## src/rtl/pcc_pkg.sv

```systemverilog
package pcc_pkg;

    parameter int unsigned NUM_CH      = 4;
    parameter int unsigned NUM_COMP    = 3;
    parameter int unsigned MODE_W      = 3;
    parameter int unsigned SYNC_STAGES = 2;

    localparam int unsigned CH_W = (NUM_CH > 1) ? $clog2(NUM_CH) : 1;

    typedef struct packed {
        logic              en;
        logic              cen;
        logic [MODE_W-1:0] mode;
    } chan_ctrl_t;

    localparam int unsigned CTRL_W = $bits(chan_ctrl_t);

    function automatic logic [NUM_CH-1:0] comp_mask();
        logic [NUM_CH-1:0] m;
        for (int i = 0; i < NUM_CH; i++) m[i] = (i < NUM_COMP);
        return m;
    endfunction

    localparam logic [NUM_CH-1:0] COMP_MASK = comp_mask();

    function automatic chan_ctrl_t fit_channel(chan_ctrl_t v, logic has_comp);
        chan_ctrl_t r;
        r = v;
        if (!has_comp) r.cen = 1'b0;
        return r;
    endfunction

endpackage

```

## src/rtl/pcc_trig_sync.sv

```systemverilog
module pcc_trig_sync
    import pcc_pkg::*;
(
    input  logic clk,
    input  logic rst,
    input  logic trig_in,
    output logic trig_rise
);
    logic [SYNC_STAGES-1:0] stage_q;
    logic                   last_q;

    genvar g;
    generate
        for (g = 0; g < SYNC_STAGES; g++) begin : g_stage
            always_ff @(posedge clk) begin
                if (rst) stage_q[g] <= 1'b0;
                else if (g == 0) stage_q[g] <= trig_in;
                else stage_q[g] <= stage_q[(g > 0) ? g - 1 : 0];
            end
        end
    endgenerate

    always_ff @(posedge clk) begin
        if (rst) last_q <= 1'b0;
        else     last_q <= stage_q[SYNC_STAGES-1];
    end

    assign trig_rise = stage_q[SYNC_STAGES-1] & ~last_q;
endmodule

```

## src/rtl/pcc_evt_ctrl.sv

```systemverilog
module pcc_evt_ctrl (
    input  logic clk,
    input  logic rst,
    input  logic cfg_wr,
    input  logic cfg_preload,
    input  logic cfg_update_sel,
    input  logic com_sw_set,
    input  logic trig_rise,
    input  logic flag_wr,
    input  logic flag_wdata,
    output logic preload_q,
    output logic update_sel_q,
    output logic com_evt,
    output logic com_gen_q,
    output logic com_flag_q
);
    assign com_evt = com_sw_set | (update_sel_q & trig_rise);

    always_ff @(posedge clk) begin
        if (rst) begin
            preload_q    <= 1'b0;
            update_sel_q <= 1'b0;
        end else if (cfg_wr) begin
            preload_q    <= cfg_preload;
            update_sel_q <= cfg_update_sel;
        end
    end

    always_ff @(posedge clk) begin
        if (rst) com_gen_q <= 1'b0;
        else     com_gen_q <= com_sw_set;
    end

    always_ff @(posedge clk) begin
        if (rst)                         com_flag_q <= 1'b0;
        else if (com_evt)                com_flag_q <= 1'b1;
        else if (flag_wr && !flag_wdata) com_flag_q <= 1'b0;
    end
endmodule

```

## src/rtl/pcc_chan.sv

```systemverilog
module pcc_chan
    import pcc_pkg::*;
#(
    parameter bit HAS_COMP = 1'b1
) (
    input  logic       clk,
    input  logic       rst,
    input  logic       wr_hit,
    input  chan_ctrl_t wr_val,
    input  logic       preload,
    input  logic       com_evt,
    output chan_ctrl_t act
);
    chan_ctrl_t wr_fit;
    assign wr_fit = fit_channel(wr_val, HAS_COMP);

    generate
        if (HAS_COMP) begin : g_buffered
            chan_ctrl_t shadow_q;
            chan_ctrl_t shadow_nx;
            assign shadow_nx = wr_hit ? wr_fit : shadow_q;

            always_ff @(posedge clk) begin
                if (rst) shadow_q <= '0;
                else     shadow_q <= shadow_nx;
            end

            always_ff @(posedge clk) begin
                if (rst)                      act <= '0;
                else if (com_evt)             act <= shadow_nx;
                else if (wr_hit && !preload)  act <= wr_fit;
            end
        end else begin : g_direct
            always_ff @(posedge clk) begin
                if (rst)         act <= '0;
                else if (wr_hit) act <= wr_fit;
            end
        end
    endgenerate
endmodule

```

## src/rtl/pcc_latch.sv

```systemverilog
module pcc_latch
    import pcc_pkg::*;
(
    input  logic                     clk,
    input  logic                     rst,
    input  logic                     ch_wr,
    input  logic [CH_W-1:0]          ch_sel,
    input  logic                     ch_en,
    input  logic                     ch_cen,
    input  logic [MODE_W-1:0]        ch_mode,
    input  logic                     cfg_wr,
    input  logic                     cfg_preload,
    input  logic                     cfg_update_sel,
    input  logic                     com_sw_set,
    input  logic                     trig_in,
    input  logic                     flag_wr,
    input  logic                     flag_wdata,
    output logic [NUM_CH-1:0]        act_en,
    output logic [NUM_CH-1:0]        act_cen,
    output logic [NUM_CH*MODE_W-1:0] act_mode,
    output logic                     com_gen,
    output logic                     com_flag
);
    logic       trig_rise;
    logic       preload_q;
    logic       update_sel_q;
    logic       com_evt;
    chan_ctrl_t wr_val;
    chan_ctrl_t act_fields [NUM_CH];

    assign wr_val = '{en: ch_en, cen: ch_cen, mode: ch_mode};

    pcc_trig_sync u_sync (
        .clk       (clk),
        .rst       (rst),
        .trig_in   (trig_in),
        .trig_rise (trig_rise)
    );

    pcc_evt_ctrl u_evt (
        .clk            (clk),
        .rst            (rst),
        .cfg_wr         (cfg_wr),
        .cfg_preload    (cfg_preload),
        .cfg_update_sel (cfg_update_sel),
        .com_sw_set     (com_sw_set),
        .trig_rise      (trig_rise),
        .flag_wr        (flag_wr),
        .flag_wdata     (flag_wdata),
        .preload_q      (preload_q),
        .update_sel_q   (update_sel_q),
        .com_evt        (com_evt),
        .com_gen_q      (com_gen),
        .com_flag_q     (com_flag)
    );

    genvar c;
    generate
        for (c = 0; c < NUM_CH; c++) begin : g_ch
            logic hit;
            assign hit = ch_wr && (ch_sel == CH_W'(c));

            pcc_chan #(.HAS_COMP(c < NUM_COMP)) u_chan (
                .clk     (clk),
                .rst     (rst),
                .wr_hit  (hit),
                .wr_val  (wr_val),
                .preload (preload_q),
                .com_evt (com_evt),
                .act     (act_fields[c])
            );

            assign act_en[c]                    = act_fields[c].en;
            assign act_cen[c]                   = act_fields[c].cen;
            assign act_mode[c*MODE_W +: MODE_W] = act_fields[c].mode;
        end
    endgenerate
endmodule

```

## config.mk

```make
export PLATFORM = sky130hd
export DESIGN_NAME = pcc_latch
export DESIGN_NICKNAME = d
export VERILOG_FILES = /design/src/rtl/pcc_pkg.sv /design/src/rtl/pcc_trig_sync.sv /design/src/rtl/pcc_evt_ctrl.sv /design/src/rtl/pcc_chan.sv /design/src/rtl/pcc_latch.sv
export SDC_FILE = /design/constraint.sdc
export NUM_CORES = 1
export LEC_CHECK = 0
export ABC_AREA = 1
export ABC_CLOCK_PERIOD_IN_PS = 2140
export CORE_ASPECT_RATIO = 0.7
export CORE_UTILIZATION = 54
export DETAILED_ROUTE_END_ITERATION = 6
export PLACE_DENSITY = 0.85
export SYNTH_ARGS = -nofsm -noshare
export SYNTH_HDL_FRONTEND = slang
export SYNTH_SLANG_ARGS = --single-unit
```

## constraint.sdc

```tcl
create_clock -name clk -period 2.14 [get_ports clk]
set_input_delay 0.321 -clock clk [delete_from_list [all_inputs] [get_ports clk]]
set_output_delay 0.321 -clock clk [all_outputs]
set_load 0.005 [all_outputs]
```

==> out/qor.yml, run 1 <==
status: "finished, final reports clean"
dr.first_iter.drc_count: 112
p_sw_mw: 0.419
synth_area_leaders: "dfxtp_1, nand2_1, nand3_1, inv_1, nor2_1"
die_h_um: 51.1
cp_max_fo: 12
clock_latency_ns: 0.30
tns_ns: 0
ir_worst_vdd_uv: 428
critPathKind: "in2reg"
htree_levels: 2
grt_first_pass_wirelength_um: 7200
min_period_ns: 1.61
drive_above_1_share_pct: 7.50
initial_core_util_pct: 58.0
syn_inst: 280
maxSlewViolCount: 0
cts_root_buf: "clkbuf_8"
max_stage_delay_ns: 0.73
vias: 1817
gp_congestion: 0.887
tightest_slew_ns: 0.648
yosys_register_bits: 41
clock_path_buffers: 2
grt_pass1_vias: 1623
startpoint_type: "input port"
tritoncts: "yes"
ant_nets: 0
synthesis.nets: 297
wl_per_cell_um: 11.6
fmax_ghz: 0.621
synth_area_leader_cell: "dfxtp_1"
pwr-share-comb_pct: 15.5
fin_skew_ns: 0.00360
crit_top_cell: "nand3_1"
yosysMostFrequentCell: "nand2_1"
switching_share_pct: 25.7
postCtsSetupRepairBufs: 0
syn-cell-area_um2: 1860
grt_setup_unrepaired: "no"
ys_warn_count: 0
hpwlAfterDp_um: 3000
synth_top_cell_area_share_pct: 44.1
ys_async_sr_fraction_pct: 0
yosysUniqueCellTypes: 18
hp-class: "reg2reg"
routed_wl_um: 4270
fin_hold_ws_ns: 0.405
end_kind: "flop"
synth_edf_count: 0
syn2layout_area_growth_pct: 27.6
vias_per_cell: 4.95
worstPathRequired_ns: 2.38
leakagePower_nw: 1.18
numClockSinks: 41
slew_headroom_pct: 56.8
drtPass1Iterations: 4
drc: 0
grt_overflow: 0
finalSetupViolations: 0
antenna_found_initial: 0
clk_pin_slew_ns: 0.08
p_int_mw: 1.21
synthFlopType: "dfxtp_1"
drv_cap: 0
grt_usage_pct: 26.0
cp_slowest_cell: "clkdlybuf4s50_1"
hold_viol: 0
p_clk_share_pct: 34.2
syn-mean-instance-area_um2: 6.65
pwr_density_cell_nw_per_um2: 685
fin_nets: 336
numCtsBuffers: 5
cts_resized: 0
synth.cells.most_frequent: "nand2_1, nand3_1, inv_1, dfxtp_1, nor2_1"
synth_seq_area_share_pct: 44.1
hold_depth: 2
reg2reg_setup_slack_ns: 0.74
coreArea_um2: 3210
n_antenna_cell: 0
pwr-share-seq_pct: 50.4
cts_hold_buf: 0
grt_max_degree: 22
period_share_pct: 75.3
rows: 17
die_area_um2: 3690
die_w_um: 72.2
cp.arrival_ns: 1.86
io_buffers: 37
worstRegToRegCells: 7
crit_chain: "clkdlybuf4s50_1, nand3_1, nand2_1, nand3_1, nand3_1, nand2_1, inv_1"
ioPinCount: 39
[routing by layer]
metal | GRT usage (%) | vias up | part of all wire, %
met5 | 0 | - | 0
met4 | 8.82 | 0 | 0.59
met3 | 6.71 | 4 | 9.6
met2 | 41.0 | 76 | 41
met1 | 34.8 | 806 | 49
li1 | - | 931 | -
[metrics by stage]
step           util, %  total power [mW]  instance area, um^2  instances  setup slack (ns)
2_1_floorplan        -             0.976                 1860        280              1.08
3_3_place_gp      70.9              1.08                 2280        359             0.273
3_5_place_dp      70.9              1.09                 2280        359             0.249
4_1_cts           74.0              1.64                 2380        367             0.554
5_1_grt           74.0              1.70                 2380        367             0.395
6_report          74.0              1.63                 2380        367             0.529
[logic make-up (layout without fill, tap and decap cells)]
family	Yosys count	after routing	share of synthesized area, %
compound gates	13	13	3.49
buf+inv	62	102	13.3
flops	41	41	44.1
other cells	1	1	0.201
simple gates	163	163	39.0
[registers in the layout (all words and copies together) (netlist names)]
register / flops
g_ch.u_chan.act: 19
g_ch.u_chan.g_buffered.shadow_q: 15
u_evt.com_flag_q: 1
u_evt.com_gen_q: 1
u_evt.preload_q: 1
u_evt.update_sel_q: 1
u_sync.last_q: 1
u_sync.stage_q: 2
[final cells by class]
| type | instances | area, um^2 |
|---|---|---|
| multi-input cells | 177 | 795 |
| clock inverters | 1 | 5.00 |
| inverters | 53 | 201 |
| fillers | 270 | 835 |
| clock buffers | 7 | 96.3 |
| flip-flops and latches | 41 | 821 |
| repair buffers | 41 | 400 |
| well taps | 47 | 58.8 |
[power by group through the flow]
stage	logic, mW	registers (mW)	clock network, mW
global route	0.281	0.824	0.599
CTS	0.251	0.820	0.567
finish	0.252	0.820	0.556
detailed placement	0.248	0.838	0
floorplan	0.138	0.838	0
global placement	0.245	0.837	0
[critical path, delay by kind of cell]
family	cells	cell delay [ns]
and+or+nand+nor	5	0.73
buffers and inverters	2	0.79
[placed cells by master, fill, tap and decap left out]
| cell type | count |
|---|---|
| nand2_1 | 73 |
| nand3_1 | 54 |
| inv_1 | 50 |
| dfxtp_1 | 41 |
| clkdlybuf4s50_1 | 37 |
| nor2_1 | 27 |
| o21ai_0 | 7 |
| clkbuf_8 | 7 |
| a21oi_1 | 6 |
| buf_4 | 4 |
| clkinv_2 | 3 |
| nand2_2 | 2 |
| nor2_4 | 2 |
| nor2_2 | 2 |
| nand2_4 | 2 |
| nand3_2 | 1 |
| inv_2 | 1 |
| conb_1 | 1 |
[final timing paths]
path	from	endpoint
max	ch_wr	g_ch[1].u_chan.act[2]
min	u_sync.stage_q[0]	u_sync.stage_q[1]
max reg2reg	u_sync.stage_q[1]	g_ch[2].u_chan.act[2]
min reg2reg	u_sync.stage_q[0]	u_sync.stage_q[1]
(Power assumes the default switching activity.)
==> inputs of run 2 (changes only) <==
- ABC_CLOCK_PERIOD_IN_PS: 2140 -> 1400
- CORE_UTILIZATION: 54 -> 45
- PLACE_DENSITY: 0.85 -> 0.76
- clock period: 2.14 -> 1.4 ns (I/O delays scaled with it)
==> run 2 against run 1 <==
Net effect:
- register-to-register slack worse by 0.54 ns
- combinational power is 62% higher
- first-iteration DRC count is 0.89% lower
- sequential power rose by 54%
- highest routed layer unchanged
==> out/qor.yml, run 2 (same netlist as run 1, synthesis figures left out) <==
status: "finished, final reports clean"
cp_max_fo: 2  # -10
cp.buffers_inverters: 1  # -1
period_share_pct: 97.8
gp_congestion: 0.871  # -1.8%
place_ws_ns: -0.294  # -0.544 ns
drtPass1Iterations: 4  # unchanged
reg2reg_setup_slack_ns: 0.20  # -0.54 ns
rows: 19  # +2
syn2layout_area_growth_pct: 33.7
wl_per_cell_um: 11.5  # -1.4%
drv_cap: 0  # unchanged
slew_headroom_pct: 57.5  # +0.71 points
dp.cells: 374  # +4.2%
initial_core_util_pct: 47.2  # -11 points
drive_above_1_share_pct: 11.4  # +3.9 points
reg_top3: "g_ch.u_chan.act x19, g_ch.u_chan.g_buffered.shadow_q x15, u_sync.stage_q x2"
grt_max_degree: 22  # unchanged
ant_nets: 0  # unchanged
tightest_slew_ns: 0.637  # -0.0106 ns
routed_wl_um: 4410  # +3.2%
pwr_density_cell_nw_per_um2: 1020  # +48%
min_period_ns: 1.37
grt_setup_unrepaired: "no"
die_w_um: 78.9  # +9.3%
grt_usage_pct: 22.0  # -4.0 points
largest_register: "g_ch.u_chan.act"
finalSetupViolations: 0  # unchanged
clk_pin_slew_ns: 0.08  # about the same
ir_worst_vdd_uv: 642  # +50%
final_cell_mix: "nand2_1, nand3_1, inv_1, dfxtp_1, clkdlybuf4s50_1"
end_kind: "output port"
power_mw: 2.53  # +55%
numClockSinks: 41  # unchanged
fin_nets: 348  # +3.6%
grt_first_pass_wirelength_um: 7420  # +3.2%
worst_r2r_endpoint: "g_ch[0].u_chan.act[2]"
final_common_cell: "nand2_1"
crit_chain: "clkdlybuf4s50_1"
coreArea_um2: 3950  # +23%
hold-path-endpoint: "u_sync.stage_q[1]"
grt_overflow: 0  # unchanged
critPathKind: "reg2out"
numCtsBuffers: 5  # unchanged
n_antenna_cell: 0  # unchanged
hpwlAfterDp_um: 3180  # +5.9%
maxSlewViolCount: 0  # unchanged
fin_cells: 384  # +4.6%
largest_reg_flops: 19  # unchanged
leakagePower_nw: 1.28  # +8.8%
drc: 0  # unchanged
fmax_ghz: 0.730
startpoint_type: "flop"
max_stage_delay_ns: 0.50  # -0.23 ns
min-delay-start: "u_sync.stage_q[0]"
htree_levels: 2  # unchanged
die_area_um2: 4410  # +19%
die_h_um: 55.8  # +9.2%
post-route-cell-area_um2: 2490  # +4.8%
cts_root_buf: "clkbuf_8"
setup_ws_ns: 0.0307  # -0.498 ns
placed_area_um2: 2360  # +3.6%
clock_latency_ns: 0.31  # about the same
vias: 1812  # -0.28%
r2r_start: "u_evt.preload_q"
vias_per_cell: 4.72  # -4.7%
cp.arrival_ns: 1.16  # -0.70 ns
antenna_found_initial: 0  # unchanged
cts_hold_buf: 0  # unchanged
hold_viol: 0  # unchanged
tritoncts: "yes"
clock_path_buffers: 2  # unchanged
ioPinCount: 39  # unchanged
worstRegToRegCells: 7  # unchanged
cp_slowest_cell: "clkdlybuf4s50_1"
hold_depth: 2  # unchanged
fin_skew_ns: 0.00643  # +0.00284 ns
dr.first_iter.drc_count: 111  # -0.89%
worstPathRequired_ns: 1.19  # -1.19 ns
io_buffers: 37  # unchanged
hp-class: "reg2reg"
fill_cells: 383  # +42%
grt_pass1_vias: 1637  # +0.86%
cp_top_family: "buffers and inverters"
run 2: cell types whose count changed in the layout (fill, tap and decap cells not counted), moves of 2 or more:
cell             before  now
dfxtp_1              41   39
buf_4                 4   16
clkdlybuf4s50_1      37   33
dlymetal6s2s_1        0    4
dfxtp_2               0    2
run 2: how the worst max path moves through the flow:
stage	start	to	slack [ns]	depth (start not counted)
floorplan	u_sync.stage_q[1]	g_ch[0].u_chan.act[0]	0.34	8
global placement	ch_sel[1]	g_ch[0].u_chan.act[2]	-0.23	8
detailed placement	ch_sel[1]	g_ch[0].u_chan.act[2]	-0.29	8
CTS	ch_sel[1]	g_ch[0].u_chan.act[2]	0.01	8
global route	g_ch[3].u_chan.act[1]	act_mode[10]	0.0007	1
finish	g_ch[0].u_chan.act[2]	act_mode[2]	0.03	1
run 2: worst reg2reg max path: stages (launching register included):
cell and delay, ns:
dfxtp_1 0.30, inv_1 0.23, nand3_2 0.22, inv_2 0.14
nand2_1 0.07, nand3_1 0.08, nand2_1 0.05, inv_1 0.07
run 2: layer usage:
layer	up-vias	share of wire, %	global-route usage [%]
met5	-	0	0
li1	951	-	-
met3	8	7.3	6.89
met4	0	1.6	8.83
met2	53	42	32.5
met1	800	49	29.8
run 2: final cells by class:
type                            instances  area (um^2)  area share, %
Sequential cell                        41          823           33.0
Inverter                               53          201           8.09
Tap cell                               52         65.1           2.61
Timing Repair Buffer                   53          500           20.1
Multi-Input combinational cell        177          800           32.1
Clock inverter                          1         5.00          0.201
Clock buffer                            7         96.3           3.87
run 2: stage by stage:
stage | utilization (%) | hold slack, ns | TNS [ns]
finish | 63.1 | 0.412 | 0
global route | 63.1 | 0.425 | 0
CTS | 62.3 | 0.410 | 0
detailed placement | 59.7 | 0.404 | -5.31
global placement | 59.7 | 0.391 | -4.38
floorplan | - | 0.317 | 0
run 2: power by group:
group / internal, mW / switching (mW) / leakage [nW]
combinational: 0.194 / 0.214 / 0.889
clock: 0.446 / 0.422 / 0.0542
sequential: 1.23 / 0.0260 / 0.337
total: 1.87 / 0.661 / 1.28
run 2: timing repair:
action	in CTS	in global routing
setup endpoints to repair	0	18
gates resized for setup	0	7
endpoints found under the hold margin	0	0
setup buffers	0	2
==> inputs of run 3 (changes only) <==
- CORE_MARGIN: default -> 2
==> run 3 against run 2 <==
Net effect:
- combinational power is essentially flat
- core utilization grew 0.13 points
- setup slack gained 0.019 ns
- largest cell class unchanged
- highest routed layer unchanged
==> out/qor.yml, run 3 (same netlist as run 1, synthesis figures left out) <==
worst_r2r_endpoint: "g_ch[0].u_chan.act[4]"
ioPinCount: 39  # unchanged
drive_above_1_share_pct: 12.2  # +0.71 points
crit_chain: "clkdlybuf4s50_1"
drtPass1Iterations: 4  # unchanged
initial_core_util_pct: 47.2  # unchanged
post-route-cell-area_um2: 2500  # +0.20%
final_cell_mix: "nand2_1, nand3_1, inv_1, dfxtp_1, clkdlybuf4s50_1"
hpwlAfterDp_um: 3120  # -1.8%
post-route-util_pct: 63.3  # +0.13 points
hold-path-endpoint: "u_sync.stage_q[1]"
fin_skew_ns: 0.00426  # -0.00218 ns
coreArea_um2: 3950  # unchanged
grt_usage_pct: 20.4  # -1.7 points
clock_latency_ns: 0.30  # about the same
finalSetupViolations: 0  # unchanged
hp-class: "reg2reg"
dp.cells: 372  # -0.53%
fin_nets: 345  # -0.86%
placed_area_um2: 2350  # -0.11%
antenna_found_initial: 0  # unchanged
gp_congestion: 0.938  # +7.6%
pwr_density_cell_nw_per_um2: 1010  # -0.75%
cts_root_buf: "clkbuf_8"
period_share_pct: 96.4  # -1.4 points
clk_pin_slew_ns: 0.08  # about the same
end_kind: "output port"
grt_setup_unrepaired: "yes"
clock_path_buffers: 2  # unchanged
vias: 1784  # -1.5%
htree_levels: 2  # unchanged
ant_nets: 0  # unchanged
fin_cells: 381  # -0.78%
numClockSinks: 41  # unchanged
max_stage_delay_ns: 0.50  # about the same
critPathKind: "reg2out"
n_antenna_cell: 0  # unchanged
cp.buffers_inverters: 1  # unchanged
numCtsBuffers: 5  # unchanged
drv_cap: 0  # unchanged
die_area_um2: 4680  # +6.2%
worstPathRequired_ns: 1.19  # about the same
hold_depth: 2  # unchanged
grt_first_pass_wirelength_um: 7090  # -4.6%
hold_viol: 0  # unchanged
rows: 19  # unchanged
drc: 0  # unchanged
fmax_ghz: 0.741  # +1.4%
leakagePower_nw: 1.30  # +1.6%
min_period_ns: 1.35  # -0.0190 ns
reg_top3: "g_ch.u_chan.act x19, g_ch.u_chan.g_buffered.shadow_q x15, u_sync.stage_q x2"
startpoint_type: "flop"
cp_top_family: "buffers and inverters"
min-delay-start: "u_sync.stage_q[0]"
worstRegToRegCells: 8  # +1
final_common_cell: "nand2_1"
vias_per_cell: 4.68  # -0.77%
routed_wl_um: 4370  # -0.95%
syn2layout_area_growth_pct: 34.0
reg2reg_setup_slack_ns: 0.15  # -0.05 ns
dr.first_iter.drc_count: 123  # +11%
power_mw: 2.52  # -0.55%
cp_slowest_cell: "clkdlybuf4s50_1"
grt_max_degree: 22  # unchanged
die_h_um: 57.8  # +3.6%
io_buffers: 37  # unchanged
tritoncts: "yes"
largest_register: "g_ch.u_chan.act"
maxSlewViolCount: 0  # unchanged
r2r_start: "u_sync.last_q"
grt_pass1_vias: 1530  # -6.5%
largest_reg_flops: 19  # unchanged
grt_overflow: 0  # unchanged
cts_hold_buf: 0  # unchanged
status: "finished, final reports clean"
die_w_um: 80.9  # +2.5%
ir_worst_vdd_uv: 665  # +3.5%
cp_max_fo: 2  # unchanged
cp.arrival_ns: 1.14  # -0.02 ns
wl_per_cell_um: 11.5  # -0.17%
==> run 3: cell count changes in the layout (fill, tap and decap cells not counted), sizes merged <==
cell	delta
buf	-3
clkdlybuf4s50	-2
clkinvlp	+1
dlymetal6s2s	+2
inv	-1
==> run 3: routing by layer <==
| layer | global-route usage, % | wire [um] | part of all wire, % | vias up |
|---|---|---|---|---|
| met5 | 0 | 0 | 0 | - |
| met4 | 4.36 | 37 | 0.85 | 0 |
| met3 | 7.63 | 447 | 10 | 3 |
| met2 | 28.3 | 1710 | 39 | 66 |
| met1 | 30.0 | 2170 | 50 | 773 |
| li1 | - | - | - | 942 |
==> run 3: worst max-delay path by stage <==
stage          cells past startpoint  slack (ns)             startpoint                    end
3_3_place_gp                       8       -0.30              ch_sel[1]  g_ch[0].u_chan.act[2]
6_report                           1        0.05  g_ch[0].u_chan.act[2]            act_mode[2]
3_5_place_dp                       8       -0.32              ch_sel[1]  g_ch[0].u_chan.act[3]
4_1_cts                            1        0.02  g_ch[1].u_chan.act[1]            act_mode[4]
2_1_floorplan                      8        0.34      u_sync.stage_q[1]  g_ch[0].u_chan.act[0]
5_1_grt                            8       -0.01          u_sync.last_q  g_ch[0].u_chan.act[4]
==> run 3: area by class of cell <==
class                   count  area (um^2)
clock buffers               7         96.3
clock inverters             1         5.00
fillers                   381         1450
inverters                  53          205
multi-input cells         177          802
flip-flops and latches     41          827
well taps                  52         65.1
repair buffers             50          495
==> run 3: timing repair <==
item | CTS | global route
cloned | 0 | 0
resized for setup | 1 | 13
buffers inserted | 0 | 1
pin swaps | 0 | 1
setup endpoints to repair | 1 | 24
==> run 3: report_power, final <==
| part | total (mW) | internal (mW) | switching (mW) | leakage, nW |
|---|---|---|---|---|
| logic | 0.409 | 0.193 | 0.216 | 0.909 |
| registers | 1.25 | 1.23 | 0.0248 | 0.338 |
| clock network | 0.852 | 0.445 | 0.407 | 0.0542 |
==> run 3: tightest hold or removal path: stages (launching register included) <==
cell     delay, ns
dfxtp_1       0.30
inv_1         0.04
nor2_1        0.03
==> run 3: metrics by stage <==
stage / setup WS, ns / TNS [ns] / hold WS (ns)
2_1_floorplan: 0.341 / 0 / 0.317
3_3_place_gp: -0.299 / -4.96 / 0.392
3_5_place_dp: -0.320 / -5.69 / 0.398
4_1_cts: 0.0196 / 0 / 0.411
5_1_grt: -0.0149 / -0.0379 / 0.433
6_report: 0.0497 / 0 / 0.409
